==> src/rtl/irq_l2_pkg.sv <==
package irq_l2_pkg;
    // Register offsets (bytes); pending is common to both variants
    localparam int OFF_PEND      = 'h00;
    localparam int LAT_OFF_ACK   = 'h08;
    localparam int LAT_OFF_MVIEW = 'h0C;
    localparam int LAT_OFF_MSET  = 'h10;
    localparam int LAT_OFF_MCLR  = 'h14;
    localparam int LVL_OFF_MVIEW = 'h04;
    localparam int LVL_OFF_MSET  = 'h08;
    localparam int LVL_OFF_MCLR  = 'h0C;

    typedef enum logic [2:0] {
        SEL_NONE,
        SEL_PEND,
        SEL_ACK,
        SEL_MVIEW,
        SEL_MSET,
        SEL_MCLR
    } reg_sel_e;

    function automatic int off_mview(input bit latched);
        return latched ? LAT_OFF_MVIEW : LVL_OFF_MVIEW;
    endfunction

    function automatic int off_mset(input bit latched);
        return latched ? LAT_OFF_MSET : LVL_OFF_MSET;
    endfunction

    function automatic int off_mclr(input bit latched);
        return latched ? LAT_OFF_MCLR : LVL_OFF_MCLR;
    endfunction
endpackage

==> src/rtl/irq_sync.sv <==
module irq_sync #(
    parameter int W      = 32,
    parameter int STAGES = 2
) (
    input  logic         clk,
    input  logic         rst_n,
    input  logic [W-1:0] async_i,
    output logic [W-1:0] sync_o
);
    logic [STAGES-1:0][W-1:0] chain_d, chain_q;

    always_comb begin
        chain_d[0] = async_i;
        for (int i = 1; i < STAGES; i++) begin
            chain_d[i] = chain_q[i-1];
        end
    end

    always_ff @(posedge clk or negedge rst_n) begin
        if (!rst_n) chain_q <= '0;
        else        chain_q <= chain_d;
    end

    assign sync_o = chain_q[STAGES-1];
endmodule

==> src/rtl/irq_capture.sv <==
module irq_capture #(
    parameter int W       = 32,
    parameter bit LATCHED = 1'b1
) (
    input  logic         clk,
    input  logic         rst_n,
    input  logic [W-1:0] lvl_i,
    input  logic [W-1:0] ack_i,
    output logic [W-1:0] pend_o
);
    generate
        if (LATCHED) begin : g_latched
            typedef struct packed {
                logic [W-1:0] prev;
                logic [W-1:0] pend;
            } cap_t;

            cap_t cap_d, cap_q;

            always_comb begin
                cap_d.prev = lvl_i;
                // acknowledge first, then a fresh edge sets: the edge wins
                cap_d.pend = (cap_q.pend & ~ack_i) | (lvl_i & ~cap_q.prev);
            end

            always_ff @(posedge clk or negedge rst_n) begin
                if (!rst_n) cap_q <= '0;
                else        cap_q <= cap_d;
            end

            assign pend_o = cap_q.pend;
        end else begin : g_level
            logic unused_ack;
            assign unused_ack = ^ack_i;
            assign pend_o     = lvl_i;
        end
    endgenerate
endmodule

==> src/rtl/irq_regfile.sv <==
module irq_regfile
    import irq_l2_pkg::*;
#(
    parameter int W       = 32,
    parameter int ADDR_W  = 8,
    parameter bit LATCHED = 1'b1
) (
    input  logic              clk,
    input  logic              rst_n,
    input  logic              bus_valid_i,
    input  logic              bus_write_i,
    input  logic [ADDR_W-1:0] bus_addr_i,
    input  logic [W-1:0]      bus_wdata_i,
    input  logic [W-1:0]      pend_i,
    output logic [W-1:0]      mask_o,
    output logic [W-1:0]      ack_o,
    output logic [W-1:0]      rdata_o
);
    localparam logic [ADDR_W-1:0] A_PEND  = ADDR_W'(OFF_PEND);
    localparam logic [ADDR_W-1:0] A_ACK   = ADDR_W'(LAT_OFF_ACK);
    localparam logic [ADDR_W-1:0] A_MVIEW = ADDR_W'(off_mview(LATCHED));
    localparam logic [ADDR_W-1:0] A_MSET  = ADDR_W'(off_mset(LATCHED));
    localparam logic [ADDR_W-1:0] A_MCLR  = ADDR_W'(off_mclr(LATCHED));

    typedef struct packed {
        logic [W-1:0] mask;
        logic [W-1:0] rdata;
    } rf_t;

    rf_t      rf_d, rf_q;
    reg_sel_e sel;
    logic     wr_en, rd_en;

    always_comb begin
        sel = SEL_NONE;
        if (bus_addr_i == A_PEND)                 sel = SEL_PEND;
        else if (bus_addr_i == A_MVIEW)           sel = SEL_MVIEW;
        else if (bus_addr_i == A_MSET)            sel = SEL_MSET;
        else if (bus_addr_i == A_MCLR)            sel = SEL_MCLR;
        else if (LATCHED && bus_addr_i == A_ACK)  sel = SEL_ACK;
    end

    always_comb begin
        wr_en = bus_valid_i &  bus_write_i;
        rd_en = bus_valid_i & ~bus_write_i;

        rf_d       = rf_q;
        rf_d.rdata = '0;
        ack_o      = '0;

        if (wr_en) begin
            unique case (sel)
                SEL_MSET: rf_d.mask = rf_q.mask |  bus_wdata_i;
                SEL_MCLR: rf_d.mask = rf_q.mask & ~bus_wdata_i;
                SEL_ACK:  ack_o     = bus_wdata_i;
                default:  ;
            endcase
        end

        if (rd_en) begin
            unique case (sel)
                SEL_PEND:  rf_d.rdata = pend_i;
                SEL_MVIEW: rf_d.rdata = rf_q.mask;
                default:   rf_d.rdata = '0;
            endcase
        end
    end

    always_ff @(posedge clk or negedge rst_n) begin
        if (!rst_n) begin
            rf_q.mask  <= '1;
            rf_q.rdata <= '0;
        end else begin
            rf_q <= rf_d;
        end
    end

    assign mask_o  = rf_q.mask;
    assign rdata_o = rf_q.rdata;
endmodule

==> src/rtl/irq_l2_ctrl.sv <==
module irq_l2_ctrl #(
    parameter int NUM_SRC     = 32,
    parameter int ADDR_W      = 8,
    parameter bit LATCHED     = 1'b1,
    parameter int SYNC_STAGES = 2
) (
    input  logic               clk,
    input  logic               rst_n,
    input  logic [NUM_SRC-1:0] src_i,
    input  logic               bus_valid_i,
    input  logic               bus_write_i,
    input  logic [ADDR_W-1:0]  bus_addr_i,
    input  logic [NUM_SRC-1:0] bus_wdata_i,
    output logic [NUM_SRC-1:0] bus_rdata_o,
    output logic               irq_o
);
    logic [NUM_SRC-1:0] sync_w;
    logic [NUM_SRC-1:0] pend_w;
    logic [NUM_SRC-1:0] mask_w;
    logic [NUM_SRC-1:0] ack_w;

    irq_sync #(.W(NUM_SRC), .STAGES(SYNC_STAGES)) u_sync (
        .clk     (clk),
        .rst_n   (rst_n),
        .async_i (src_i),
        .sync_o  (sync_w)
    );

    irq_capture #(.W(NUM_SRC), .LATCHED(LATCHED)) u_capture (
        .clk    (clk),
        .rst_n  (rst_n),
        .lvl_i  (sync_w),
        .ack_i  (ack_w),
        .pend_o (pend_w)
    );

    irq_regfile #(.W(NUM_SRC), .ADDR_W(ADDR_W), .LATCHED(LATCHED)) u_regs (
        .clk         (clk),
        .rst_n       (rst_n),
        .bus_valid_i (bus_valid_i),
        .bus_write_i (bus_write_i),
        .bus_addr_i  (bus_addr_i),
        .bus_wdata_i (bus_wdata_i),
        .pend_i      (pend_w),
        .mask_o      (mask_w),
        .ack_o       (ack_w),
        .rdata_o     (bus_rdata_o)
    );

    // Summary request: any source pending and not masked
    assign irq_o = |(pend_w & ~mask_w);
endmodule

==> config.mk <==
export PLATFORM = sky130hd
export DESIGN_NAME = irq_l2_ctrl
export DESIGN_NICKNAME = d
export VERILOG_FILES = /design/src/rtl/irq_l2_pkg.sv /design/src/rtl/irq_sync.sv /design/src/rtl/irq_capture.sv /design/src/rtl/irq_regfile.sv /design/src/rtl/irq_l2_ctrl.sv
export SDC_FILE = /design/constraint.sdc
export NUM_CORES = 1
export LEC_CHECK = 0
export CORE_ASPECT_RATIO = 0.5
export CORE_MARGIN = 2
export CORE_UTILIZATION = 25
export DETAILED_ROUTE_END_ITERATION = 10
export SYNTH_ARGS = -nofsm -noshare
export SYNTH_HDL_FRONTEND = slang
export SYNTH_SLANG_ARGS = --single-unit
export TNS_END_PERCENT = 100
==> constraint.sdc <==
create_clock -name clk -period 1.35 [get_ports clk]
set_input_delay 0.405 -clock clk [delete_from_list [all_inputs] [get_ports clk]]
set_output_delay 0.405 -clock clk [all_outputs]
set_load 0.02 [all_outputs]
==> flow_summary_export.csv, run 1 <==
group,metric,value,unit
power,finalPower,11.6,mW
clocking,clock_sinks,192,
timing,fin_crit_sh,1.64,
hold_path,hp-class,"flop to flop",
timing,postLayoutSetupSlackWorst,-0.867,ns
finish,layout.nets,800,
synth,synth_seq_area_share,0.723,
power,power_frac_clock,0.416,
synth,netlist_instances,540,
hold_path,worst_hold_startpoint,"u_sync.chain_d[34]",
clocking,root_buffer,"clkbuf_16",
floorplan,start_util,0.254,
timing,final_period_minus_worst_setup_slack,2.22,ns
critical_path,regToRegStartpoint,"u_capture.pend_o[21]",
critical_path,crit_end,"irq_o",
finish,drive_gt1_frac,0.326,
detailed_routing,ant_nets,0,
power,switchingPower,2.61,mW
critical_path,worst-path-stages,4,
finish,n_fill_cell,2529,
finish,post-route-util,0.372,
power,comb_power_share,0.063,
timing,holdWs,0.349,ns
clocking,clk_latency,0.43,ns
timing,fin_skew,0.00641,ns
timing,drv_slew,0,
placement,detailed_place_hpwl,11.4,mm
synth,synth_nets,616,
timing,setup_violations,48,
placement,dp_cells,1047,
floorplan,coreArea,0.0264,mm2
finish,n_antenna_cell,0,
critical_path,cp-start-kind,"flop",
finish,areaGrowthSynthToFinish,46.5,%
critical_path,path_max_fanout,2,
floorplan,io_pins,109,
power,p_int,8.95,mW
finish,layoutNonFillerInstCount,1089,
detailed_routing,dr_total_vias,4626,
global_routing,grt_max_degree,65,
floorplan,die_y,120,um
synth,yosys.cell_types.count,20,
finish,final_cell_mix,"dfrtp_1, o21ai_1, buf_4",
power,max-vdd-ir-drop,0.987,mV
floorplan,dieArea,0.0282,mm2
clocking,cts_tree,"done",
global_routing,grt.overflow.total,0,
detailed_routing,drt-wirelength-per-cell,16.2,um
power,power.density,1180,mW/mm2
status,violations,"negative setup slack",
critical_path,crit_type,"flop to output pin",
detailed_routing,dr.first_iter.drc_count,248,
placement,gp_congestion,0.805,
placement,io_buffers,108,
synth,ys.warnings.count,0,
critical_path,r2r.worst_path.cells,3,
clocking,cts_made_buffers,17,
floorplan,rows,42,
finish,mostFrequentLayoutCell,"dfrtp_1",
synth,synth_top_area_cell,"dfrtp_1",
clocking,clkTransAtPathRegs,0.07,ns
timing,max_freq,0.451,GHz
critical_path,rr_endpoint,"u_regs.rdata_o[21]",
detailed_routing,vias_per_cell,4.25,
synth,synth.top_cell.area_share,0.598,
power,seqPwrFrac,0.521,
placement,pre_cts_ws,-1.02,ns
timing,rsz0062_at_grt,"true",
synth,synth_area,0.00670,mm2
critical_path,path_buf_inv,1,
timing,max_slew_margin,0.695,
critical_path,cp_top_family,"flip-flops",
critical_path,crit_slowest_cell,"dfstp_2",
timing,worstMarginPinSlew,0.458,ns
status,status,"complete, but fails checks",
timing,hold_viol,0,
run,max_cap_violations,0,
critical_path,max_stage_delay,0.56,ns
global_routing,grt_pass1_wl,27.2,mm
synth,synth.area.top_cells,"dfrtp_1, dfstp_2, o21ai_1, a22oi_1, inv_1",
floorplan,dieWidth,235,um
detailed_routing,drt_pass1_iterations,4,
synth,postSynthAreaPerCell,12.4,um2
critical_path,critical_path_arrival,1.81,ns
power,swShare,0.226,
synth,synth_seq_cells,192,
detailed_routing,wirelength,17.6,mm
critical_path,cp.required,0.95,ns
global_routing,antenna_found_initial,0,
critical_path,cp_cell_sequence,"o22ai_4 > nor4_4 > nand4_1 > buf_4",
hold_path,whs_path_depth,0,
critical_path,worstSetupEndpointType,"output pin",
global_routing,grt_pass1_vias,4905,
clocking,htreeDepth,4,
power,leakagePower,4.29,nW
global_routing,grt_use_total,0.126,
clocking,clk_path_buf_depth,2,
detailed_routing,drc,0,
critical_path,reg2reg_slack,0.33,ns
## power groups by stage
| stage | registers [mW] | logic (mW) | clock network, mW |
|---|---|---|---|
| floorplan | 6.10 | 0.197 | 0 |
| global placement | 6.12 | 0.701 | 0 |
| detailed placement | 6.13 | 0.710 | 0 |
| CTS | 6.02 | 0.716 | 4.89 |
| global route | 6.04 | 0.804 | 5.13 |
| finish | 6.02 | 0.733 | 4.80 |
## per-layer routing
layer | up-vias | track usage | part of all wire
li1 | 2213 | - | -
met1 | 2311 | 0.160 | 0.45
met2 | 68 | 0.216 | 0.50
met3 | 34 | 0.0193 | 0.021
met4 | 0 | 0.0573 | 0.031
met5 | - | 0 | 0
## worst min-delay path by stage
stage	end	slack, ns
floorplan	u_capture.g_latched.cap_q[32]	0.11
global placement	u_capture.pend_o[6]	0.30
CTS	u_sync.sync_o[11]	0.35
finish	u_sync.sync_o[2]	0.35
global route	u_sync.sync_o[7]	0.35
detailed placement	u_capture.pend_o[6]	0.30
## cell families (layout without fill, tap and decap cells)
kind of cell           count (synthesis)  count (layout)  share of synthesized area
AOI/OAI and AO/OA                    176             176                      0.158
and+or+nand+nor                       80              80                     0.0615
DFF                                  192             192                      0.723
buffers and inverters                 92             289                     0.0566
## area by class of cell
class | instances | area, um2 | area share
flip-flops and latches | 192 | 4840 | 0.494
inverters | 64 | 240 | 0.0245
repair buffers | 193 | 1940 | 0.198
clock inverters | 11 | 108 | 0.0110
clock buffers | 21 | 460 | 0.0469
well taps | 352 | 440 | 0.0449
multi-input cells | 256 | 1770 | 0.181
## stage by stage
step / instance area [um2] / setup TNS (ns)
after floorplan: 6750 / -10.34
after global placement: 8770 / -67.86
after detailed placement: 8770 / -70.83
after CTS: 9560 / -1.88
after global routing: 9810 / -2.97
final: 9810 / -1.72
## repair_timing
action                                 in CTS  in global routing
resized for setup                         242                 48
endpoints found under the hold margin       8                  0
pin swaps                                  18                 30
hold buffers                                1                  0
setup buffers                               5                  3
setup endpoints to repair                 129                 96
gates cloned                                2                  3
## cells in the mapped netlist (all sizes together)
master / count
buf: 7
nand4b: 1
nor4: 4
nand4: 1
o22ai: 16
a22oi: 32
o21ai: 96
inv: 64
clkbuf: 21
nand2: 34
nor3: 2
dfrtp: 160
nor2: 34
or4b: 1
dfstp: 32
nor4b: 1
and2: 2
o31ai: 32
Power figures use the tool's default switching activity.
==> run 2: changes to the inputs <==
- CORE_MARGIN: 2 -> 3
- SETUP_SLACK_MARGIN: not set -> 0.15
==> run 2 against run 1 <==
Maximum frequency is 2.8% higher. Sequential share of layout area decreased by 5.3 points. Critical path depth up 1. Via count grew 12%. Global-route usage increased by 1.5 points. Sequential power about the same. Wire length increased by 21%. The flow still finishes with violations (negative setup slack). Clock power up 5.2%.
==> flow_summary_export.csv, run 2 (synthesis gave the netlist of run 1 again) <==
group,metric,value,unit
status,status,"complete, but fails checks",
status,violations,"negative setup slack",
finish,fin_area,0.0110,mm2
critical_path,reg2reg_slack,0.29,ns
power,seqPwrFrac,0.503,
timing,fin_skew,0.0181,ns
timing,max_slew_margin,0.692,
floorplan,start_util,0.260,
floorplan,die_y,122,um
finish,final_cell_mix,"dfrtp_1, buf_4, inv_1, clkdlybuf4s50_1",
global_routing,grt_use_total,0.141,
timing,drv_slew,0,
clocking,cts_made_buffers,17,
critical_path,cp.required,0.95,ns
hold_path,worstHoldEndpoint,"u_sync.sync_o[24]",
detailed_routing,ant_nets,0,
floorplan,io_pins,109,
timing,hold_viol,0,
hold_path,whs_path_depth,0,
power,finalPower,12.0,mW
floorplan,dieArea,0.0289,mm2
run,max_cap_violations,0,
hold_path,worst_hold_startpoint,"u_sync.chain_d[56]",
hold_path,hp-class,"flop to flop",
finish,n_antenna_cell,0,
critical_path,r2r.worst_path.cells,3,
clocking,clkTransAtPathRegs,0.07,ns
critical_path,worstSetupEndpointType,"output pin",
power,max-vdd-ir-drop,0.770,mV
placement,detailed_place_hpwl,12.0,mm
power,leakagePower,4.79,nW
power,p_int,9.18,mW
global_routing,antenna_found_initial,0,
clocking,clk_latency,0.43,ns
global_routing,grt_max_degree,33,
clocking,root_buffer,"clkbuf_16",
detailed_routing,drt_pass1_iterations,7,
timing,worstMarginPinSlew,0.461,ns
global_routing,grt.overflow.total,0,
clocking,cts_tree,"done",
timing,final_period_minus_worst_setup_slack,2.16,ns
clocking,clock_sinks,192,
placement,placed_cell_area,0.00885,mm2
global_routing,grt_pass1_wl,30.7,mm
critical_path,crit_type,"flop to output pin",
placement,io_buffers,108,
detailed_routing,dr_total_vias,5168,
detailed_routing,drc,0,
finish,drive_gt1_frac,0.471,
timing,max_freq,0.463,GHz
critical_path,cp-start-kind,"flop",
power,swShare,0.233,
detailed_routing,drt-wirelength-per-cell,19.2,um
clocking,clk_path_buf_depth,2,
finish,layout.nets,831,
clocking,htreeDepth,4,
detailed_routing,dr.first_iter.drc_count,339,
detailed_routing,vias_per_cell,4.65,
finish,areaGrowthSynthToFinish,64.0,%
global_routing,grt_pass1_vias,5319,
power,power.density,1090,mW/mm2
power,power_frac_clock,0.422,
timing,rsz0062_at_grt,"true",
critical_path,path_max_fanout,2,
critical_path,rr_endpoint,"u_regs.rdata_o[3]",
finish,mostFrequentLayoutCell,"dfrtp_1",
placement,gp_congestion,0.795,
timing,setup_violations,73,
critical_path,regToRegStartpoint,"u_capture.pend_o[3]",
detailed_routing,wirelength,21.3,mm
floorplan,dieWidth,237,um
power,switchingPower,2.80,mW
critical_path,critical_path_arrival,1.75,ns
timing,postLayoutSetupSlackWorst,-0.808,ns
timing,fin_crit_sh,1.60,
power,comb_power_share,0.075,
floorplan,rows,41,
floorplan,coreArea,0.0258,mm2
[run 2: metal layers]
| layer | wire (um) | track usage | vias to the layer above | part of all wire |
|---|---|---|---|---|
| met4 | 505 | 0.0448 | 0 | 0.024 |
| met5 | 0 | 0 | - | 0 |
| met1 | 8530 | 0.170 | 2685 | 0.40 |
| li1 | - | - | 2286 | - |
| met3 | 799 | 0.0305 | 43 | 0.037 |
| met2 | 11500 | 0.256 | 154 | 0.54 |
[run 2: timing repair]
item,4_1_cts,5_1_grt
gates resized for setup,304,105
hold endpoints to repair,17,0
pin swaps,42,40
buffers inserted,11,1
setup endpoints to repair,129,129
gates cloned,10,7
hold buffers,1,0
[run 2: power by group through the flow]
stage / Sequential (mW) / Combinational [mW] / Clock, mW
floorplan: 6.10 / 0.201 / 0
global placement: 6.12 / 0.719 / 0
detailed placement: 6.13 / 0.729 / 0
CTS: 6.02 / 0.807 / 5.11
global route: 6.04 / 0.969 / 5.36
finish: 6.02 / 0.904 / 5.05
[run 2: worst max path at each step]
stage	startpoint	end	slack, ns	depth (start not counted)
after global routing	flop	irq_o	-0.85	5
after floorplan	bus_addr_i[2]	u_regs.rdata_o[10]	-0.33	8
after global placement	flop	irq_o	-0.94	4
after CTS	flop	irq_o	-0.82	5
after detailed placement	flop	irq_o	-0.93	4
final	flop	irq_o	-0.81	5
[run 2: through the flow]
| step | worst slack, ns | TNS [ns] | hold slack [ns] | utilization | instances |
|---|---|---|---|---|---|
| 2_1_floorplan | -0.328 | -10.34 | 0.109 | - | 540 |
| 3_3_place_gp | -0.936 | -69.44 | 0.325 | 0.344 | 1050 |
| 3_5_place_dp | -0.931 | -71.81 | 0.324 | 0.344 | 1050 |
| 4_1_cts | -0.817 | -1.79 | 0.346 | 0.398 | 1104 |
| 5_1_grt | -0.851 | -5.92 | 0.352 | 0.426 | 1112 |
| 6_report | -0.808 | -3.46 | 0.342 | 0.426 | 1112 |
[run 2: layout make-up]
type                            instances  area, um2
Clock inverter                         13        150
Timing Repair Buffer                  224       2520
Sequential cell                       192       4840
Inverter                               64        240
Multi-Input combinational cell        256       2350
Fill cell                            2298      14800
Tap cell                              344        430
Clock buffer                           19        443
[run 2: worst max-delay path: stages, from the launching register on]
cell	delay, ns
dfstp_2	0.54
o22ai_1	0.12
nor4_2	0.24
buf_4	0.15
nand4_1	0.10
buf_6	0.17
==> run 3: changes to the inputs <==
- HOLD_SLACK_MARGIN: not set -> 0.15
- TNS_END_PERCENT: 100 -> not set
==> results of run 3 <==
Same layout as run 2: the final DEF is identical, and so are final timing and power.
